**src/rtl/rdq_pkg.sv**
```systemverilog
package rdq_pkg;

  // Map a latency code to the clocks actually used; zero acts as one.
  function automatic int unsigned eff_latency(input int unsigned code,
                                              input int unsigned max_cl);
    if (code == 0) return 1;
    else if (code > max_cl) return max_cl;
    else return code;
  endfunction

  // Value loaded into the recovery counter on a write word.
  function automatic int unsigned recov_load(input int unsigned recov);
    if (recov > 0) return recov - 1;
    else return 0;
  endfunction

endpackage

```
**src/rtl/rdq_lat_pipe.sv**
```systemverilog
module rdq_lat_pipe #(
  parameter int DATA_W = 16,
  parameter int MAX_CL = 3,
  localparam int SEL_W = $clog2(MAX_CL + 1)
) (
  input  logic              clk,
  input  logic              rst_n,
  input  logic              beat_in,
  input  logic [DATA_W-1:0] data_in,
  input  logic [SEL_W-1:0]  lat_sel,
  output logic              word_vld,
  output logic [DATA_W-1:0] word_dat
);

  logic [MAX_CL-1:0] vld_q;
  logic [DATA_W-1:0] dat_q [MAX_CL];

  generate
    for (genvar s = 0; s < MAX_CL; s++) begin : g_stage
      if (s == 0) begin : g_head
        always_ff @(posedge clk) begin
          if (!rst_n) begin
            vld_q[0] <= 1'b0;
            dat_q[0] <= '0;
          end else begin
            vld_q[0] <= beat_in;
            dat_q[0] <= data_in;
          end
        end
      end else begin : g_tail
        always_ff @(posedge clk) begin
          if (!rst_n) begin
            vld_q[s] <= 1'b0;
            dat_q[s] <= '0;
          end else begin
            vld_q[s] <= vld_q[s-1];
            dat_q[s] <= dat_q[s-1];
          end
        end
      end
    end
  endgenerate

  // Tap the stage that matches the selected latency.
  always_comb begin
    word_vld = 1'b0;
    word_dat = '0;
    for (int s = 0; s < MAX_CL; s++) begin
      if (SEL_W'(s + 1) == lat_sel) begin
        word_vld = vld_q[s];
        word_dat = dat_q[s];
      end
    end
  end

endmodule

```
**src/rtl/rdq_mask_pipe.sv**
```systemverilog
module rdq_mask_pipe #(
  parameter int BYTES  = 2,
  parameter int RD_LAT = 2
) (
  input  logic             clk,
  input  logic             rst_n,
  input  logic [BYTES-1:0] dqm,
  input  logic             wr_beat,
  output logic [BYTES-1:0] rd_mask_d,
  output logic [BYTES-1:0] wr_be
);

  logic [BYTES-1:0] m_q [RD_LAT];

  generate
    for (genvar l = 0; l < RD_LAT; l++) begin : g_dly
      if (l == 0) begin : g_first
        always_ff @(posedge clk) begin
          if (!rst_n) m_q[0] <= '0;
          else        m_q[0] <= dqm;
        end
      end else begin : g_next
        always_ff @(posedge clk) begin
          if (!rst_n) m_q[l] <= '0;
          else        m_q[l] <= m_q[l-1];
        end
      end
    end
  endgenerate

  assign rd_mask_d = m_q[RD_LAT-1];
  // A write mask acts on the clock that samples it.
  assign wr_be = {BYTES{wr_beat}} & ~dqm;

endmodule

```
**src/rtl/rdq_wr_recov.sv**
```systemverilog
module rdq_wr_recov #(
  parameter int WR_RECOV = 2,
  localparam int CNT_W = $clog2(WR_RECOV + 1)
) (
  input  logic clk,
  input  logic rst_n,
  input  logic wr_beat,
  output logic rec_ok
);

  localparam logic [CNT_W-1:0] LOAD = CNT_W'(rdq_pkg::recov_load(WR_RECOV));

  logic [CNT_W-1:0] cnt_q;

  always_ff @(posedge clk) begin
    if (!rst_n)             cnt_q <= '0;
    else if (wr_beat)       cnt_q <= LOAD;
    else if (cnt_q != '0)   cnt_q <= cnt_q - 1'b1;
  end

  assign rec_ok = (cnt_q == '0);

endmodule

```
**src/rtl/rdq_mask_align.sv**
```systemverilog
module rdq_mask_align #(
  parameter int DATA_W      = 16,
  parameter int MAX_CL      = 3,
  parameter int RD_MASK_LAT = 2,
  parameter int WR_RECOV    = 2,
  localparam int BYTES = DATA_W / 8,
  localparam int CL_W  = $clog2(MAX_CL + 1)
) (
  input  logic              clk,
  input  logic              rst_n,
  input  logic [CL_W-1:0]   cl_sel,
  input  logic              rd_beat,
  input  logic [DATA_W-1:0] rd_array,
  input  logic              wr_beat,
  input  logic [DATA_W-1:0] wr_bus,
  input  logic [BYTES-1:0]  dqm,
  input  logic              burst_stop,
  input  logic              pre_intr,
  output logic [DATA_W-1:0] rd_dq,
  output logic [BYTES-1:0]  rd_oe,
  output logic [DATA_W-1:0] wr_word,
  output logic [BYTES-1:0]  wr_be,
  output logic              wr_rec_ok
);

  logic              intr_any;
  logic              beat_acc;
  logic [CL_W-1:0]   lat_sel;
  logic              word_valid;
  logic [DATA_W-1:0] word_data;
  logic [BYTES-1:0]  rd_mask_d;

  assign intr_any = burst_stop | pre_intr;
  assign beat_acc = rd_beat & ~intr_any;
  assign lat_sel  = CL_W'(rdq_pkg::eff_latency(int'(cl_sel), MAX_CL));

  rdq_lat_pipe #(.DATA_W(DATA_W), .MAX_CL(MAX_CL)) u_lat (
    .clk      (clk),
    .rst_n    (rst_n),
    .beat_in  (beat_acc),
    .data_in  (rd_array),
    .lat_sel  (lat_sel),
    .word_vld (word_valid),
    .word_dat (word_data)
  );

  rdq_mask_pipe #(.BYTES(BYTES), .RD_LAT(RD_MASK_LAT)) u_mask (
    .clk       (clk),
    .rst_n     (rst_n),
    .dqm       (dqm),
    .wr_beat   (wr_beat),
    .rd_mask_d (rd_mask_d),
    .wr_be     (wr_be)
  );

  rdq_wr_recov #(.WR_RECOV(WR_RECOV)) u_recov (
    .clk     (clk),
    .rst_n   (rst_n),
    .wr_beat (wr_beat),
    .rec_ok  (wr_rec_ok)
  );

  assign rd_oe   = {BYTES{word_valid}} & ~rd_mask_d;
  assign wr_word = wr_bus;

  generate
    for (genvar b = 0; b < BYTES; b++) begin : g_lane
      assign rd_dq[b*8 +: 8] = rd_oe[b] ? word_data[b*8 +: 8] : 8'h00;
    end
  endgenerate

endmodule

```
**config.mk**
```make
export PLATFORM = sky130hd
export DESIGN_NAME = rdq_mask_align
export DESIGN_NICKNAME = d
export VERILOG_FILES = /design/src/rtl/rdq_pkg.sv /design/src/rtl/rdq_lat_pipe.sv /design/src/rtl/rdq_mask_pipe.sv /design/src/rtl/rdq_wr_recov.sv /design/src/rtl/rdq_mask_align.sv
export SDC_FILE = /design/constraint.sdc
export NUM_CORES = 1
export LEC_CHECK = 0
export BUFFER_PORTS_ARGS = -buffer_cell sky130_fd_sc_hd__buf_2
export CORE_ASPECT_RATIO = 2
export CORE_MARGIN = 3
export CORE_UTILIZATION = 45
export CTS_CLUSTER_DIAMETER = 80
export DETAILED_ROUTE_END_ITERATION = 10
export GPL_ROUTABILITY_DRIVEN = 0
export HOLD_SLACK_MARGIN = 0.15
export PLACE_DENSITY = 0.78
export REMOVE_ABC_BUFFERS = 1
export SYNTH_ARGS = -nofsm -noshare
export SYNTH_HDL_FRONTEND = slang
export SYNTH_SLANG_ARGS = --single-unit
```
**constraint.sdc**
```tcl
create_clock -name clk -period 1.2 [get_ports clk]
set_input_delay 0.18 -clock clk [delete_from_list [all_inputs] [get_ports clk]]
set_output_delay 0.18 -clock clk [all_outputs]
set_load 0.02 [all_outputs]
```
Word-level counts from Yosys, hierarchy flattened. Memory sizes are Yosys's and may differ from the RTL's. Cells that the tools add are included.

Bits in writable memories: 52. Output and inout port bits: 37. Memories kept: 2. Bits in latches: 0. Memory bits (read-only): 0. Bits in registers: 5.

Memories: u_lat.dat_q (words 3, bits a word 16, read ports 3, clocked after Yosys merged registers in 0, write ports 3, RTL line rdq_lat_pipe.sv:16) `logic [DATA_W-1:0] dat_q [MAX_CL];`; u_mask.m_q (words 2, bits a word 2, read ports 2, clocked after Yosys merged registers in 0, write ports 2, RTL line rdq_mask_pipe.sv:13) `logic [BYTES-1:0] m_q [RD_LAT];`.

Reductions and logical operators: 5. Magnitude comparators: 0. Shifts and indexed selects: 0. Multipliers: 0. $add $sub $neg: 1. Bitwise logic cells: 13. Divide/modulo/power cells: 0. Eq/ne operators: 3. Muxes and demuxes: 18.

Operators by type and width (number): 16-bit two-way mux (6); 8-bit two-way mux (2); 1-bit two-way mux (7); 2-bit two-way mux (3); 1-bit bitwise OR (6); 2-bit bitwise AND (2); 2-bit == test (first input constant) (2); 2-bit logical NOT (2); 2-bit NOT (2); 2-bit nonzero test (2); 1-bit by 2-bit == test with 1-bit output (first input constant) (1); 1-bit NOT (2); 2-bit OR reduction (1); 2-bit by 1-bit subtractor with 2-bit output (second input constant) (1); 1-bit bitwise AND (1).

Longest topological paths before layout.
Word-level depth: 8. Depth in mapped cells: 5.

By module. Synthesis repeated with hierarchy kept, for this count alone.

Cells, all modules: 207. Area total of the unflattened synthesis: 2357.3 µm².

By module, submodules not included: rdq_lat_pipe (area an instance 1813.0 µm², cells an instance 148, instances 1); rdq_mask_align (area an instance 312.8 µm², cells an instance 38, instances 1); rdq_mask_pipe (area an instance 117.6 µm², cells an instance 10, instances 1); rdq_wr_recov (area an instance 113.9 µm², cells an instance 11, instances 1).

Worst setup path after synthesis. OpenSTA, ideal clock, no wires.

Path kind: input -> output. From: in cl_sel[1]. To: out rd_dq[0]. Data arrival time: 1.210 ns. Setup slack: -0.190 ns. Path buffers: 2. Stages: 5. Data required time: 1.020 ns. Path through: clkbuf_1 -> nor2_1 -> a211o_1 -> buf_6 -> a211oi_2.

Cells in the longest elaborated chain, start to end: 8. Elaborated cells on any way between the ends: 13. Classes of those cells: 3 x eq/ne; 8 x mux; 1 x bitwise; 1 x reduce/logical.

RTL lines: from (decl) (RTL line rdq_mask_align.sv:11) `input logic [CL_W-1:0] cl_sel,`; 2-bit logical NOT (RTL line rdq_pkg.sv:6) `if (code == 0) return 1;`; 2-bit two-way mux * (RTL line rdq_pkg.sv:6); 1-bit by 2-bit == test with 1-bit output (RTL line rdq_lat_pipe.sv:49) `if (SEL_W'(s + 1) == lat_sel) begin`; 1-bit two-way mux (3 in series) (RTL line rdq_lat_pipe.sv:49); 2-bit bitwise AND (RTL line rdq_mask_align.sv:63) `assign rd_oe = {BYTES{word_valid}} & ~rd_mask_d;`; 8-bit two-way mux * (RTL line rdq_mask_align.sv:68) `assign rd_dq[b*8 +: 8] = rd_oe[b] ? word_data[b*8 +: 8] : 8'h00;`; to (decl) (RTL line rdq_mask_align.sv:19) `output logic [DATA_W-1:0] rd_dq,`.

Every way passes the cells marked *; elsewhere a longest branch is shown, timed or not.

Worst setup path in the final report.
From: reg u_lat.vld_q[1]. To: out rd_dq[8].

Cells in the longest elaborated chain, start to end: 4.

RTL lines: from (decl) (RTL line rdq_lat_pipe.sv:15) `logic [MAX_CL-1:0] vld_q;`; from (signal, indexed assignment) (RTL line rdq_lat_pipe.sv:36) `vld_q[s] <= vld_q[s-1];`; 1-bit two-way mux (2 in series) (RTL line rdq_lat_pipe.sv:49); 2-bit bitwise AND (RTL line rdq_mask_align.sv:63); 8-bit two-way mux (RTL line rdq_mask_align.sv:68).

Every way passes these cells.

==> flow_summary.yaml <==
finish:
  layout_commonest_cell: "and2_1"
  nets: 310
  diodes: 0
  drive_gt1_share_pct: 36.0
  area_growth_pct: 33.2
  final_cell_mix: "and2_1, dfxtp_1, buf_2"
logic_synthesis:
  ys_types: 19
  synthTopCellsByArea: "dfxtp_1, and2_1, a211oi_2, mux2i_1, buf_4"
  synth_area_um2: 2210
  yosys_register_bits: 57
  syn-instance-count: 206
  synth_warnings: 0
  synth_top_area_share_pct: 51.6
  synth_area_leader_cell: "dfxtp_1"
  avgSynthCellArea_um2: 10.7
  yosysSeqAreaShare_pct: 51.6
clock_network:
  numCtsBuffers: 9
  h-tree-depth: 3
  cts_tree: "done"
  clockBufferDepth: 2
  cts.sinks: 57
  clk_pin_slew_worst_paths_ns: 0.06
  cts-root-buf: "clkbuf_8"
  clk_latency_ns: 0.32
critical_path:
  crit_family: "compound AO/OA/AOI/OAI gates"
  crit_chain: "mux2i_2, a211o_1, buf_12, a211oi_4, buf_6"
  r2r_end: "u_recov.cnt_q[1]"
  crit_slowest_cell: "dfxtp_2"
  end_kind: "output pin"
  critical_path_class: "flip-flop to output pin"
  critPathMaxFanout: 9
  rrSetupSlack_ns: 0.05
  rr_worst_depth: 6
  crit_arrival_ns: 1.51
  reg2reg_from: "u_recov.cnt_q[1]"
  crit_buf_inv: 2
  cp_slowest_stage_delay_ns: 0.32
  critPathLaunchType: "flip-flop"
  worstPathRequired_ns: 1.02
min_path:
  min_to: "u_lat.vld_q[0]"
  hp-class: "primary input to flip-flop"
  holdPathStages: 2
  worstHoldStart: "rst_n"
place:
  post-place-ws_ns: -0.324
  port_buffers: 46
  dp_hpwl_mm: 2.80
floorplan:
  die_y_um: 105
  die_x_um: 55.6
  rows: 35
  die_area_um2: 5840
  coreArea_um2: 4690
  initial_core_util_pct: 47.2
  ioPinCount: 79
job:
  cap_violations: 0
sta:
  setup_ws_ns: -0.488
  slew_violations: 0
  hold_viol: 0
  rsz0062_at_grt: "yes"
  min_period_over_period_pct: 141
  holdWs_ns: 0.157
  setup_violations: 18
  slew_headroom_pct: 82.3
  fmax_mhz: 593
  period_needed_ns: 1.69
  worst_slew_pin_slew_ns: 0.257
  skew_ns: 0.00586
route:
  via_per_inst: 4.69
  vias: 1533
  routedWlPerCell_um: 13.4
  routed_wl_mm: 4.38
  first_pass_iters: 4
  postRouteAntennaNets: 0
  first_iter_violations: 19
  drc: 0
power:
  ir_drop_mv: 1.69
  p_leak_nw: 1.29
  power_density_nw_per_um2: 1470
  power_mw: 4.32
global_route:
  grt_use_total_pct: 15.8
  antenna_found_initial: 0
  grt_max_degree: 32
  gr-total-overflow: 0
  grt_pass1_wl_mm: 7.10
  grt_pass1_vias: 1535
status:
  status: "complete, but fails checks"
  violations: "negative setup slack"
synth_stat cells:
master and n:
a211o_1 2, ha_1 1, nor2_1 18, dfxtp_1 57, inv_2 2, clkbuf_1 8, nor2b_1 2, buf_2 3
a211oi_2 16, nor3b_1 1, a21oi_1 1, xnor2_1 1, nor4bb_1 1, and2_1 54, buf_6 3, inv_1 2
mux2i_1 17, buf_4 16, o21a_1 1
report_power, final:
group          internal (mW)  switching (mW)  leakage [nW]
Sequential              1.97          0.0325         0.471
Combinational          0.276           0.241         0.713
Clock                   1.13           0.669         0.107
final cells by class:
cell class	instances	area, um2
multi-input combinational	115	890
sequential	57	1150
fill	362	1740
tap	55	68.8
timing repair buffer	80	619
inverter	4	15.0
clock buffer	14	173
clock inverter	2	35.0
worst max path at each step:
stage | from | to | slack (ns) | cells past startpoint
global placement | cl_sel[0] | rd_oe[0] | -0.31 | 6
CTS | u_lat.vld_q[1] | rd_dq[8] | -0.51 | 5
global route | u_lat.vld_q[0] | rd_dq[9] | -0.57 | 5
floorplan | u_lat.vld_q[1] | rd_dq[0] | -0.16 | 3
detailed placement | cl_sel[0] | rd_oe[0] | -0.32 | 6
finish | u_lat.vld_q[1] | rd_dq[8] | -0.49 | 5
registers in the layout, indices dropped and copies added, names as in the netlist:
| name | cells |
|---|---|
| u_lat.dat_q | 48 |
| u_lat.vld_q | 3 |
| u_mask.m_q | 4 |
| u_recov.cnt_q | 2 |
worst reg2reg max path, stage by stage, from the launching register on:
cell     delay [ns]
dfxtp_2        0.33
inv_1          0.06
ha_4           0.17
buf_4          0.13
nor2_1         0.10
a21oi_1        0.06
nor3b_1        0.20
what timing repair did:
action,in CTS,in global routing
hold buffers,22,0
hold endpoints to repair,21,0
endpoints found under the setup margin,19,19
pin swaps,3,1
setup buffers,1,3
gates resized for setup,18,17
logic make-up (layout without fill, tap and decap cells):
logic type,after synthesis,in the layout,share of synthesized area (%)
xor gates and xnor gates,1,1,0.396
and+or+nand+nor,76,76,19.7
muxes,17,17,7.69
AOI/OAI and AO/OA,20,20,10.4
adders and majority gates,1,1,0.566
buffers and inverters,34,100,9.67
DFF,57,57,51.6
metal layers:
layer  part of all wire, %  routed length [um]  vias to the layer above  GRT usage [%]
met5                     0                   0                        -           3.81
met4                   2.4                 104                        0           9.22
met2                    52                2270                       59           24.8
met1                    39                1700                      693           16.5
li1                      -                   -                      773              -
met3                   7.0                 308                        8           7.91
per-stage QoR:
stage	util [%]	std cells	setup TNS (ns)	instance area, um2
4_1_cts	61.3	324	-8.56	2870
2_1_floorplan	-	176	-2.57	2010
3_5_place_dp	50.9	285	-4.79	2380
6_report	62.9	327	-7.99	2950
5_1_grt	62.9	327	-9.35	2950
3_3_place_gp	50.9	285	-4.55	2380
Power figures use the tool's default switching activity.
